File: src/rtl/seg_xlate_pkg.sv
package seg_xlate_pkg;

    typedef enum logic [1:0] {
        ACC_READ  = 2'b00,
        ACC_WRITE = 2'b01,
        ACC_FETCH = 2'b10,
        ACC_RSVD  = 2'b11
    } acc_e;

    typedef enum logic [1:0] {
        CAUSE_NONE    = 2'b00,
        CAUSE_RANGE   = 2'b01,
        CAUSE_INVALID = 2'b10,
        CAUSE_ACCESS  = 2'b11
    } cause_e;

    localparam int PERM_W = 3;

endpackage

File: src/rtl/seg_table.sv
module seg_table #(
    parameter int SEG_W  = 3,
    parameter int OFF_W  = 12,
    parameter int PA_W   = 16,
    localparam int NSEG   = 1 << SEG_W,
    localparam int TLEN_W = SEG_W + 1,
    localparam int LIM_W  = OFF_W + 1
) (
    input  logic                 clk,
    input  logic                 rst_n,
    input  logic                 tw_en,
    input  logic [SEG_W-1:0]     tw_idx,
    input  logic [PA_W-1:0]      tw_base,
    input  logic [LIM_W-1:0]     tw_limit,
    input  logic                 tw_valid,
    input  logic [2:0]           tw_perm,
    input  logic                 tlen_we,
    input  logic [TLEN_W-1:0]    tlen_data,
    input  logic [SEG_W-1:0]     rd_idx,
    output logic [PA_W-1:0]      rd_base,
    output logic [LIM_W-1:0]     rd_limit,
    output logic                 rd_valid,
    output logic [2:0]           rd_perm,
    output logic [TLEN_W-1:0]    tlen_q
);

    logic [PA_W-1:0]  base_q  [NSEG];
    logic [LIM_W-1:0] limit_q [NSEG];
    logic [2:0]       perm_q  [NSEG];
    logic [NSEG-1:0]  valid_q;

    genvar gi;
    generate
        for (gi = 0; gi < NSEG; gi++) begin : g_entry
            logic hit;
            assign hit = tw_en && (tw_idx == SEG_W'(gi));

            always_ff @(posedge clk or negedge rst_n) begin
                if (!rst_n) begin
                    valid_q[gi] <= 1'b0;
                end else if (hit) begin
                    valid_q[gi] <= tw_valid;
                end
            end

            always_ff @(posedge clk) begin
                if (hit) begin
                    base_q[gi]  <= tw_base;
                    limit_q[gi] <= tw_limit;
                    perm_q[gi]  <= tw_perm;
                end
            end
        end
    endgenerate

    always_ff @(posedge clk or negedge rst_n) begin
        if (!rst_n) begin
            tlen_q <= '0;
        end else if (tlen_we) begin
            tlen_q <= tlen_data;
        end
    end

    always_comb begin
        rd_base  = base_q[rd_idx];
        rd_limit = limit_q[rd_idx];
        rd_perm  = perm_q[rd_idx];
        rd_valid = valid_q[rd_idx];
    end

    // the count only moves on its strobe
    assert_tlen_hold_R1: assert property (@(posedge clk) disable iff (!rst_n)
        !tlen_we |=> (tlen_q == $past(tlen_q)));

endmodule

File: src/rtl/seg_check.sv
module seg_check
    import seg_xlate_pkg::*;
#(
    parameter int SEG_W  = 3,
    parameter int OFF_W  = 12,
    parameter int PA_W   = 16,
    localparam int TLEN_W = SEG_W + 1,
    localparam int LIM_W  = OFF_W + 1
) (
    input  logic [SEG_W-1:0]  seg,
    input  logic [OFF_W-1:0]  off,
    input  logic [1:0]        acc,
    input  logic [TLEN_W-1:0] tlen,
    input  logic [PA_W-1:0]   ent_base,
    input  logic [LIM_W-1:0]  ent_limit,
    input  logic              ent_valid,
    input  logic [2:0]        ent_perm,
    output logic              fault,
    output logic [1:0]        cause,
    output logic [PA_W-1:0]   paddr
);

    logic in_range;
    logic in_length;
    logic perm_ok;
    logic [PA_W-1:0] off_ext;
    logic [PA_W-1:0] sum;

    always_comb begin
        in_range  = {1'b0, seg} < tlen;
        in_length = {1'b0, off} < ent_limit;
        unique case (acc_e'(acc))
            ACC_READ:  perm_ok = ent_perm[0];
            ACC_WRITE: perm_ok = ent_perm[1];
            ACC_FETCH: perm_ok = ent_perm[2];
            ACC_RSVD:  perm_ok = 1'b0;
        endcase
    end

    generate
        if (PA_W > OFF_W) begin : g_wide
            assign off_ext = {{(PA_W-OFF_W){1'b0}}, off};
        end else begin : g_narrow
            assign off_ext = off[PA_W-1:0];
        end
    endgenerate

    assign sum = ent_base + off_ext;

    always_comb begin
        if (!in_range) begin
            cause = CAUSE_RANGE;
        end else if (!ent_valid) begin
            cause = CAUSE_INVALID;
        end else if (!in_length || !perm_ok) begin
            cause = CAUSE_ACCESS;
        end else begin
            cause = CAUSE_NONE;
        end
        fault = (cause != CAUSE_NONE);
        paddr = fault ? '0 : sum;
    end

endmodule

File: src/rtl/seg_resp.sv
module seg_resp #(
    parameter int PA_W = 16
) (
    input  logic            clk,
    input  logic            rst_n,
    input  logic            req_valid,
    output logic            req_ready,
    output logic            rsp_valid,
    input  logic            rsp_ready,
    input  logic            in_fault,
    input  logic [1:0]      in_cause,
    input  logic [PA_W-1:0] in_paddr,
    output logic            rsp_fault,
    output logic [1:0]      rsp_cause,
    output logic [PA_W-1:0] rsp_paddr
);

    typedef enum logic {
        RSP_IDLE = 1'b0,
        RSP_HOLD = 1'b1
    } rsp_state_e;

    rsp_state_e state_q, state_d;
    logic accept;

    assign req_ready = (state_q == RSP_IDLE) || rsp_ready;
    assign accept    = req_valid && req_ready;
    assign rsp_valid = (state_q == RSP_HOLD);

    always_comb begin
        state_d = state_q;
        unique case (state_q)
            RSP_IDLE: begin
                if (accept) state_d = RSP_HOLD;
            end
            RSP_HOLD: begin
                if (accept)         state_d = RSP_HOLD;
                else if (rsp_ready) state_d = RSP_IDLE;
            end
        endcase
    end

    always_ff @(posedge clk or negedge rst_n) begin
        if (!rst_n) state_q <= RSP_IDLE;
        else        state_q <= state_d;
    end

    always_ff @(posedge clk or negedge rst_n) begin
        if (!rst_n) begin
            rsp_fault <= 1'b0;
            rsp_cause <= 2'b00;
            rsp_paddr <= '0;
        end else if (accept) begin
            rsp_fault <= in_fault;
            rsp_cause <= in_cause;
            rsp_paddr <= in_paddr;
        end
    end

    assert_latency_R7: assert property (@(posedge clk) disable iff (!rst_n)
        accept |=> rsp_valid);

    assert_stall_hold_R7: assert property (@(posedge clk) disable iff (!rst_n)
        (rsp_valid && !rsp_ready) |=> (rsp_valid && $stable(rsp_fault)
                                       && $stable(rsp_cause) && $stable(rsp_paddr)));

    assert_backpressure_R8: assert property (@(posedge clk) disable iff (!rst_n)
        !req_ready |-> (rsp_valid && !rsp_ready));

    assert_fault_zero_R6: assert property (@(posedge clk) disable iff (!rst_n)
        (rsp_valid && rsp_fault) |-> (rsp_paddr == '0 && rsp_cause != 2'b00));

    assert_clean_cause_R6: assert property (@(posedge clk) disable iff (!rst_n)
        (rsp_valid && !rsp_fault) |-> (rsp_cause == 2'b00));

endmodule

File: src/rtl/seg_xlate_top.sv
module seg_xlate_top #(
    parameter int SEG_W  = 3,
    parameter int OFF_W  = 12,
    parameter int PA_W   = 16,
    localparam int TLEN_W = SEG_W + 1,
    localparam int LIM_W  = OFF_W + 1
) (
    input  logic              clk,
    input  logic              rst_n,
    input  logic              req_valid,
    output logic              req_ready,
    input  logic [SEG_W-1:0]  req_seg,
    input  logic [OFF_W-1:0]  req_off,
    input  logic [1:0]        req_acc,
    output logic              rsp_valid,
    input  logic              rsp_ready,
    output logic              rsp_fault,
    output logic [1:0]        rsp_cause,
    output logic [PA_W-1:0]   rsp_paddr,
    input  logic              tw_en,
    input  logic [SEG_W-1:0]  tw_idx,
    input  logic [PA_W-1:0]   tw_base,
    input  logic [LIM_W-1:0]  tw_limit,
    input  logic              tw_valid,
    input  logic [2:0]        tw_perm,
    input  logic              tlen_we,
    input  logic [TLEN_W-1:0] tlen_data
);

    logic [PA_W-1:0]   ent_base;
    logic [LIM_W-1:0]  ent_limit;
    logic              ent_valid;
    logic [2:0]        ent_perm;
    logic [TLEN_W-1:0] tlen_q;
    logic              chk_fault;
    logic [1:0]        chk_cause;
    logic [PA_W-1:0]   chk_paddr;

    seg_table #(.SEG_W(SEG_W), .OFF_W(OFF_W), .PA_W(PA_W)) u_table (
        .clk       (clk),
        .rst_n     (rst_n),
        .tw_en     (tw_en),
        .tw_idx    (tw_idx),
        .tw_base   (tw_base),
        .tw_limit  (tw_limit),
        .tw_valid  (tw_valid),
        .tw_perm   (tw_perm),
        .tlen_we   (tlen_we),
        .tlen_data (tlen_data),
        .rd_idx    (req_seg),
        .rd_base   (ent_base),
        .rd_limit  (ent_limit),
        .rd_valid  (ent_valid),
        .rd_perm   (ent_perm),
        .tlen_q    (tlen_q)
    );

    seg_check #(.SEG_W(SEG_W), .OFF_W(OFF_W), .PA_W(PA_W)) u_check (
        .seg       (req_seg),
        .off       (req_off),
        .acc       (req_acc),
        .tlen      (tlen_q),
        .ent_base  (ent_base),
        .ent_limit (ent_limit),
        .ent_valid (ent_valid),
        .ent_perm  (ent_perm),
        .fault     (chk_fault),
        .cause     (chk_cause),
        .paddr     (chk_paddr)
    );

    seg_resp #(.PA_W(PA_W)) u_resp (
        .clk       (clk),
        .rst_n     (rst_n),
        .req_valid (req_valid),
        .req_ready (req_ready),
        .rsp_valid (rsp_valid),
        .rsp_ready (rsp_ready),
        .in_fault  (chk_fault),
        .in_cause  (chk_cause),
        .in_paddr  (chk_paddr),
        .rsp_fault (rsp_fault),
        .rsp_cause (rsp_cause),
        .rsp_paddr (rsp_paddr)
    );

    assert_range_first_R2: assert property (@(posedge clk) disable iff (!rst_n)
        (req_valid && req_ready && ({1'b0, req_seg} >= tlen_q)) |=> (rsp_cause == 2'b01));

    assert_invalid_second_R3: assert property (@(posedge clk) disable iff (!rst_n)
        (req_valid && req_ready && ({1'b0, req_seg} < tlen_q) && !ent_valid)
            |=> (rsp_cause == 2'b10));

endmodule

File: config.mk
export PLATFORM = sky130hd
export DESIGN_NAME = seg_xlate_top
export DESIGN_NICKNAME = d
export VERILOG_FILES = /design/src/rtl/seg_xlate_pkg.sv /design/src/rtl/seg_table.sv /design/src/rtl/seg_check.sv /design/src/rtl/seg_resp.sv /design/src/rtl/seg_xlate_top.sv
export SDC_FILE = /design/constraint.sdc
export NUM_CORES = 1
export LEC_CHECK = 0
export BUFFER_PORTS_ARGS = -buffer_cell sky130_fd_sc_hd__clkbuf_2
export CORE_UTILIZATION = 55
export CTS_CLUSTER_DIAMETER = 30
export DETAILED_ROUTE_END_ITERATION = 12
export MAX_ROUTING_LAYER = met4
export PLACE_DENSITY = 0.74
export SLEW_MARGIN = 20
export SYNTH_ARGS = -nofsm -noshare
export SYNTH_HDL_FRONTEND = slang
export SYNTH_HIERARCHICAL = 1
export SYNTH_SLANG_ARGS = --single-unit
File: constraint.sdc
create_clock -name clk -period 8.7 [get_ports clk]
set_clock_uncertainty 0.1 [all_clocks]
set_input_delay 1.305 -clock clk [delete_from_list [all_inputs] [get_ports clk]]
set_output_delay 1.305 -clock clk [all_outputs]
set_load 0.02 [all_outputs]
==> results.md, run 1 <==
- Post-synth top area cell: edfxtp_1
- CP startpoint kind: input pin
- Initial antenna violation count: 1
- Post-synthesis cell count: 612
- Reg-to-reg endpoint: u_resp/rsp_paddr[12]
- Hold_sp: u_table/valid_q[4]
- Leak: 5.30 nW
- Largest family of logic cells by synthesized area: multiplexers
- Final Hold Vio Count: 0
- Hold Path Stages: 1
- Post-route setup TNS: 0 ns
- Die area: 22,700 µm²
- Post-Syn Area: 12,200 µm²
- Yosys warning total: 6
- Worst endpoint data arrival time: 5.27 ns
- Core ar.: 21,800 µm²
- Hold_buf cts: 0
- Slew Limit Fails: 0
- Netlist cell types: 53
- Pin count of the biggest net entering global routing: 50
- Final instance area: 14,600 µm²
- CTS clk-pin slew, worst paths: 0.05 ns
- Die Ht: 151 µm
- Crit. End Element: register
- Clock network fraction of total power: 49.7%
- Resize count post-CTS: 0
- Layout area overhead: 19.5%
- Initial Util: 56.0%
- Detail-routed via count per cell: 6.00
- Util after Layout: 66.9%
- Post-route ant nets: 0
- Gpl congestion: 0.928
- IO Pins: 84
- Synth Area in Compound Gates: 2.91%
- RSZ-0062 raised after global routing: false
- Hold WS: 0.402 ns
- Outcome: complete, no violations
- CP required: 9.06 ns
- Synth top area cells: edfxtp_1 63%, mux4_2 11%, dfrtp_1 6.6%
- EDFF count, synth: 256
- Hold-critical path endpoint: u_table/valid_q[4]
- Pre-CTS setup slack: 3.15 ns
- Synthesis-stage register bit count: 288
- Fraction of layout cells with a size suffix above 1: 41.1%
- Syn Nets: 701
- Seq/Total Area, Yosys: 69.7%
- Slew headroom: 37.5%
- CTS Buf Count: 47
- Power Density: 264 nW/µm²
- Placed standard-cell area: 12,900 µm²
- DR pass1 iterations: 4
- Detailed router's first-iteration violation count: 436
- Commonest cells post-synth: 256 x edfxtp_1, 60 x mux4_2, 54 x mux2_2
- Clk sink count: 288
- Total track usage: 24.0%
- Worst Tran Pin Value: 0.937 ns
- Max Fclk: 0.204 GHz
- Post-synth top area share: 63.1%
- RR Startpoint: u_table/base_q[4][0]
- Setup Viol. Count Final: 0
- DRT Wirelength: 25.4 mm
- R2R setup slack: 5.22 ns
- Top fanout value on the critical path: 49
- Minimum clock period: 4.91 ns
- IO buf count: 83
- Fin crit share: 56.4%
- Std-Cell Rows: 54
- XOR/XNOR Fraction of Synth Area: 0.647%
- Overflow after GRT: 0
- Detailed Place HPWL: 14.0 mm
- Power Internal: 2.98 mW
- Sw Pwr: 0.859 mW
- Inst Count DP: 965
- DR WL/cell: 24.1 µm
- Vias post-DR: 6,307
- Part of the power in registers: 41.6%
- CTS tree: built
- H-tree depth: 2
- Cells on worst reg2reg path: 11
- Clock root buffer: clkbuf_16
- Clock buffer depth: 3
- Avg Inst Size Synth: 19.9 µm²
- Part of the power in combinational logic: 8.7%
- Cell with the most instances after synthesis: edfxtp_1
- Die Wd: 151 µm
- Async SR Flop Fraction: 11.1%
- WS Path Type: in -> reg
- Post-Synth Simple-Gate Area: 3.50%
- Clk_lat worst skew: 0.54 ns
- Final net count: 823
- # DRC: 0
- Post-synth top flop: edfxtp_1
- Post-Synth Adder-Cell Area: 2.73%
- PnR worst setup slack: 3.79 ns
- Number of non-filler instances in the completed layout: 1,052
- Post-synthesis mux area share: 18.7%
- Max cap viols: 0
- Post-CTS setup buffers: 0
- Total power: 3.83 mW
- Hold WC Path Type: reg -> reg
- Number of global-route vias before repair: 6,626
- First-pass GRT wire length: 38.0 mm
- Switching share of power: 22.4%
- Peak supply drop: 0.172 mV
-- registers in the layout (all words and copies together) (netlist names) --
name / count
u_resp/rsp_fault: 1
u_table/tlen_q: 4
u_table/valid_q: 8
u_resp/rsp_cause: 2
u_table/limit_q: 104
u_resp/rsp_paddr: 16
u_table/base_q: 128
u_resp/rsp_valid: 1
u_table/perm_q: 24
-- routing by layer --
metal | wire length, µm | share of wire, % | track usage, %
met1 | 10400 | 41 | 30.7
met2 | 12700 | 50 | 38.1
met3 | 1630 | 6.4 | 5.18
met4 | 647 | 2.5 | 9.05
met5 | 0 | 0 | -
-- final cells by class --
type / count / area (µm²)
clock buffer: 51 / 1210
sequential: 288 / 8490
clock inverter: 35 / 439
timing repair buffer: 95 / 508
tap: 280 / 350
fill: 1384 / 7200
inverter: 20 / 75.1
antenna: 1 / 2.50
multi-input combinational: 282 / 3480
-- critical path: stages --
cell and delay [ns]:
buf_4 0.33, buf_4 0.80, mux4_2 0.61, mux2_2 0.27
inv_1 0.06, ha_1 0.24, a21o_1 0.16, a21oi_1 0.13
o21ai_1 0.11, nor4_2 0.69, o311a_1 0.32, mux2_4 0.15
-- placed cells by master (no fill, tap or decap), types with 4 or more instances in the layout --
| cell | Yosys | layout |
|---|---|---|
| mux4_1 | 6 | 6 |
| nor3_1 | 4 | 4 |
| nor3_2 | 9 | 9 |
| mux4_2 | 60 | 60 |
| dfrtp_1 | 32 | 32 |
| clkinv_1 | 0 | 5 |
| clkinvlp_4 | 0 | 4 |
| bufinv_16 | 0 | 8 |
| inv_6 | 0 | 5 |
| clkbuf_16 | 0 | 48 |
| inv_1 | 20 | 20 |
| nand4_1 | 4 | 4 |
| nand4b_1 | 4 | 4 |
| edfxtp_1 | 256 | 256 |
| ha_1 | 25 | 25 |
| xnor2_1 | 6 | 6 |
| a21oi_1 | 12 | 12 |
| nor2_1 | 10 | 10 |
| clkbuf_2 | 0 | 82 |
| a211oi_1 | 5 | 5 |
| o21ai_1 | 7 | 7 |
| clkinv_2 | 0 | 6 |
| nand2_1 | 10 | 10 |
| a21o_1 | 8 | 8 |
| buf_4 | 0 | 13 |
| mux2_4 | 10 | 10 |
| mux2_2 | 54 | 54 |
| o21ai_0 | 6 | 6 |
-- worst max path at each step --
stage	depth (start not counted)	slack [ns]	from	end
after floorplan	2	3.09	tw_idx[1]	u_table/valid_q[0]
after global placement	12	3.23	req_seg[0]	u_resp/rsp_paddr[9]
after detailed placement	12	3.15	req_seg[0]	u_resp/rsp_paddr[9]
after CTS	12	3.71	req_seg[0]	u_resp/rsp_paddr[9]
after global routing	12	3.51	req_seg[0]	u_resp/rsp_paddr[9]
final	12	3.79	req_seg[0]	u_resp/rsp_paddr[9]
-- cells by family (layout without fill, tap and decap cells) --
group / Yosys count / in the layout
mux: 131 / 131
other cells: 0 / 1
flops: 288 / 288
buf+inv: 42 / 201
xor+xnor: 9 / 9
compound gates: 54 / 54
simple gates: 62 / 62
fa+ha+maj: 26 / 26
-- power by group through the flow --
stage	combinational, mW	clock (mW)	sequential [mW]
detailed placement	0.329	0	1.62
global route	0.360	1.99	1.60
finish	0.333	1.91	1.60
CTS	0.334	1.93	1.60
global placement	0.320	0	1.62
floorplan	0.215	0	1.63
Note: power is estimated with default switching activity, not from simulation.
==> run 2: changes to the inputs <==
clock period = 4.6 ns   (was 8.7 ns; I/O delays follow)
==> results.md, run 2 (same netlist as run 1, synthesis figures left out) <==
- Outcome: complete, no violations
- Detail-routed via count per cell: 5.98
- # DRC: 0
- Peak supply drop: 0.286 mV
- GR Util met3: 3.67%
- Top fanout value on the critical path: 13
- Detailed router's first-iteration violation count: 711
- Cells on worst reg2reg path: 11
- Total track usage: 24.2%
- H-tree depth: 2
- Post-route setup TNS: 0 ns
- Met2 usage in global routing: 39.0%
- DRT Wirelength: 25.5 mm
- Leak: 5.31 nW
- Most used cell, CP: a21oi_1
- Clk_lat worst skew: 0.53 ns
- DR pass1 iterations: 5
- Vias post-DR: 6,298
- Commonest non-fill, non-tap cells in the layout: 256 x edfxtp_1, 82 x clkbuf_2, 60 x mux4_2
- R2R setup slack: 1.13 ns
- Final net count: 827
- Die Ht: 151 µm
- Post-CTS setup buffers: 0
- Fin crit share: 79.4%
- Most common cell after layout, fill and taps aside: edfxtp_1
- Most flop-heavy register: u_table/base_q
- WS Path Type: in -> reg
- Crit. End Element: register
- Clock root buffer: clkbuf_16
- RSZ-0062 raised after global routing: false
- Power Density: 494 nW/µm²
- Initial antenna violation count: 1
- Max FFs per register: 128
- Slew Limit Fails: 0
- CTS tree: built
- Hold WC Path Type: in -> async
- Gpl congestion: 0.896
- Clk sink count: 288
- Slew headroom: 30.1%
- Layout area overhead: 19.9%
- Final Hold Vio Count: 0
- Worst endpoint data arrival time: 3.96 ns
- Resize count post-CTS: 0
- CP required: 4.91 ns
- Critical-path cell list: buf_4 -> buf_4 -> mux4_2 -> mux2_2 -> ha_1 -> a21oi_1 -> o21ai_1 -> a21oi_1 -> a21oi_1 -> or3_1 -> and3_1 -> mux2_2
- Hold WS: 0.144 ns
- Post-route ant nets: 0
- Max cap viols: 0
- DR WL/cell: 24.2 µm
- GRT busiest layer: met2
- Reg-to-reg endpoint: u_resp/rsp_paddr[12]
- Detailed Place HPWL: 15.0 mm
- Initial Util: 56.0%
- Hold_buf cts: 0
- Die area: 22,700 µm²
- Die Wd: 151 µm
- IO buf count: 83
- CP startpoint kind: input pin
- RR Startpoint: u_table/base_q[0][0]
- Setup Viol. Count Final: 0
- Minimum clock period: 3.65 ns
- Core ar.: 21,800 µm²
- Clock buffer depth: 3
- First-pass GRT wire length: 38.1 mm
- Max stage delay on crit path: 0.52 ns
- Number of global-route vias before repair: 6,417
- Max Fclk: 0.274 GHz
- Layout fillers: 1,393
- Critical-path top delay cell: mux4_2
- Overflow after GRT: 0
- CTS Buf Count: 47
- Fraction of layout cells with a size suffix above 1: 41.9%
- Worst Tran Pin Value: 1.05 ns
- Top flop regs: u_table/base_q (128), u_table/limit_q (104), u_table/perm_q (24)
- Met1 usage: 31.4%
- IO Pins: 84
- CTS clk-pin slew, worst paths: 0.05 ns
- Pin count of the biggest net entering global routing: 39
- Std-Cell Rows: 54
==> run 2: critical path: cells and delay by family <==
family          cells  cell delay (ns)
simple gates        2             0.46
buf+inv             2             0.56
compound gates      4             0.75
mux                 3             1.07
fa+ha+maj           1             0.40
==> run 2: worst max path at each step <==
| stage | start | to | slack [ns] | depth (start not counted) |
|---|---|---|---|---|
| after floorplan | req_seg[2] | u_resp/rsp_paddr[12] | 0.70 | 13 |
| after global placement | req_seg[0] | u_resp/rsp_cause[0] | 0.52 | 13 |
| after detailed placement | req_seg[0] | u_resp/rsp_cause[0] | 0.46 | 12 |
| after CTS | req_seg[0] | u_resp/rsp_paddr[12] | 0.97 | 12 |
| after global routing | req_seg[0] | u_resp/rsp_paddr[12] | 0.71 | 12 |
| final | req_seg[0] | u_resp/rsp_paddr[12] | 0.95 | 12 |
==> run 2: cell type report <==
type / count / area (µm²) / share of cell area (%)
repair buffers: 99 / 563 / 3.86
clock buffers: 50 / 1210 / 8.28
multi-input cells: 282 / 3480 / 23.9
flip-flops and latches: 288 / 8490 / 58.2
inverters: 20 / 75.1 / 0.514
well taps: 280 / 350 / 2.40
diodes: 1 / 2.50 / 0.0171
clock inverters: 34 / 424 / 2.91
==> run 2: where the power goes <==
part,total (mW),internal (mW),switching [mW]
clock network,3.55,2.36,1.19
registers,3.02,2.98,0.0446
logic,0.636,0.282,0.354
==> run 2: stage by stage <==
stage	setup slack (ns)	area (µm²)	power, mW	instances	util, %
floorplan	0.696	12200	3.49	612	-
global placement	0.523	13000	3.67	969	59.6
detailed placement	0.465	13000	3.70	969	59.6
CTS	0.972	14600	7.25	1053	67.1
global route	0.709	14600	7.43	1054	67.1
finish	0.947	14600	7.21	1054	67.1
==> run 2: metal layers <==
metal | vias up | part of all wire, %
li1 | 2789 | -
met2 | 231 | 51
met4 | 0 | 2.1
met3 | 46 | 5.4
met1 | 3232 | 41
met5 | - | 0
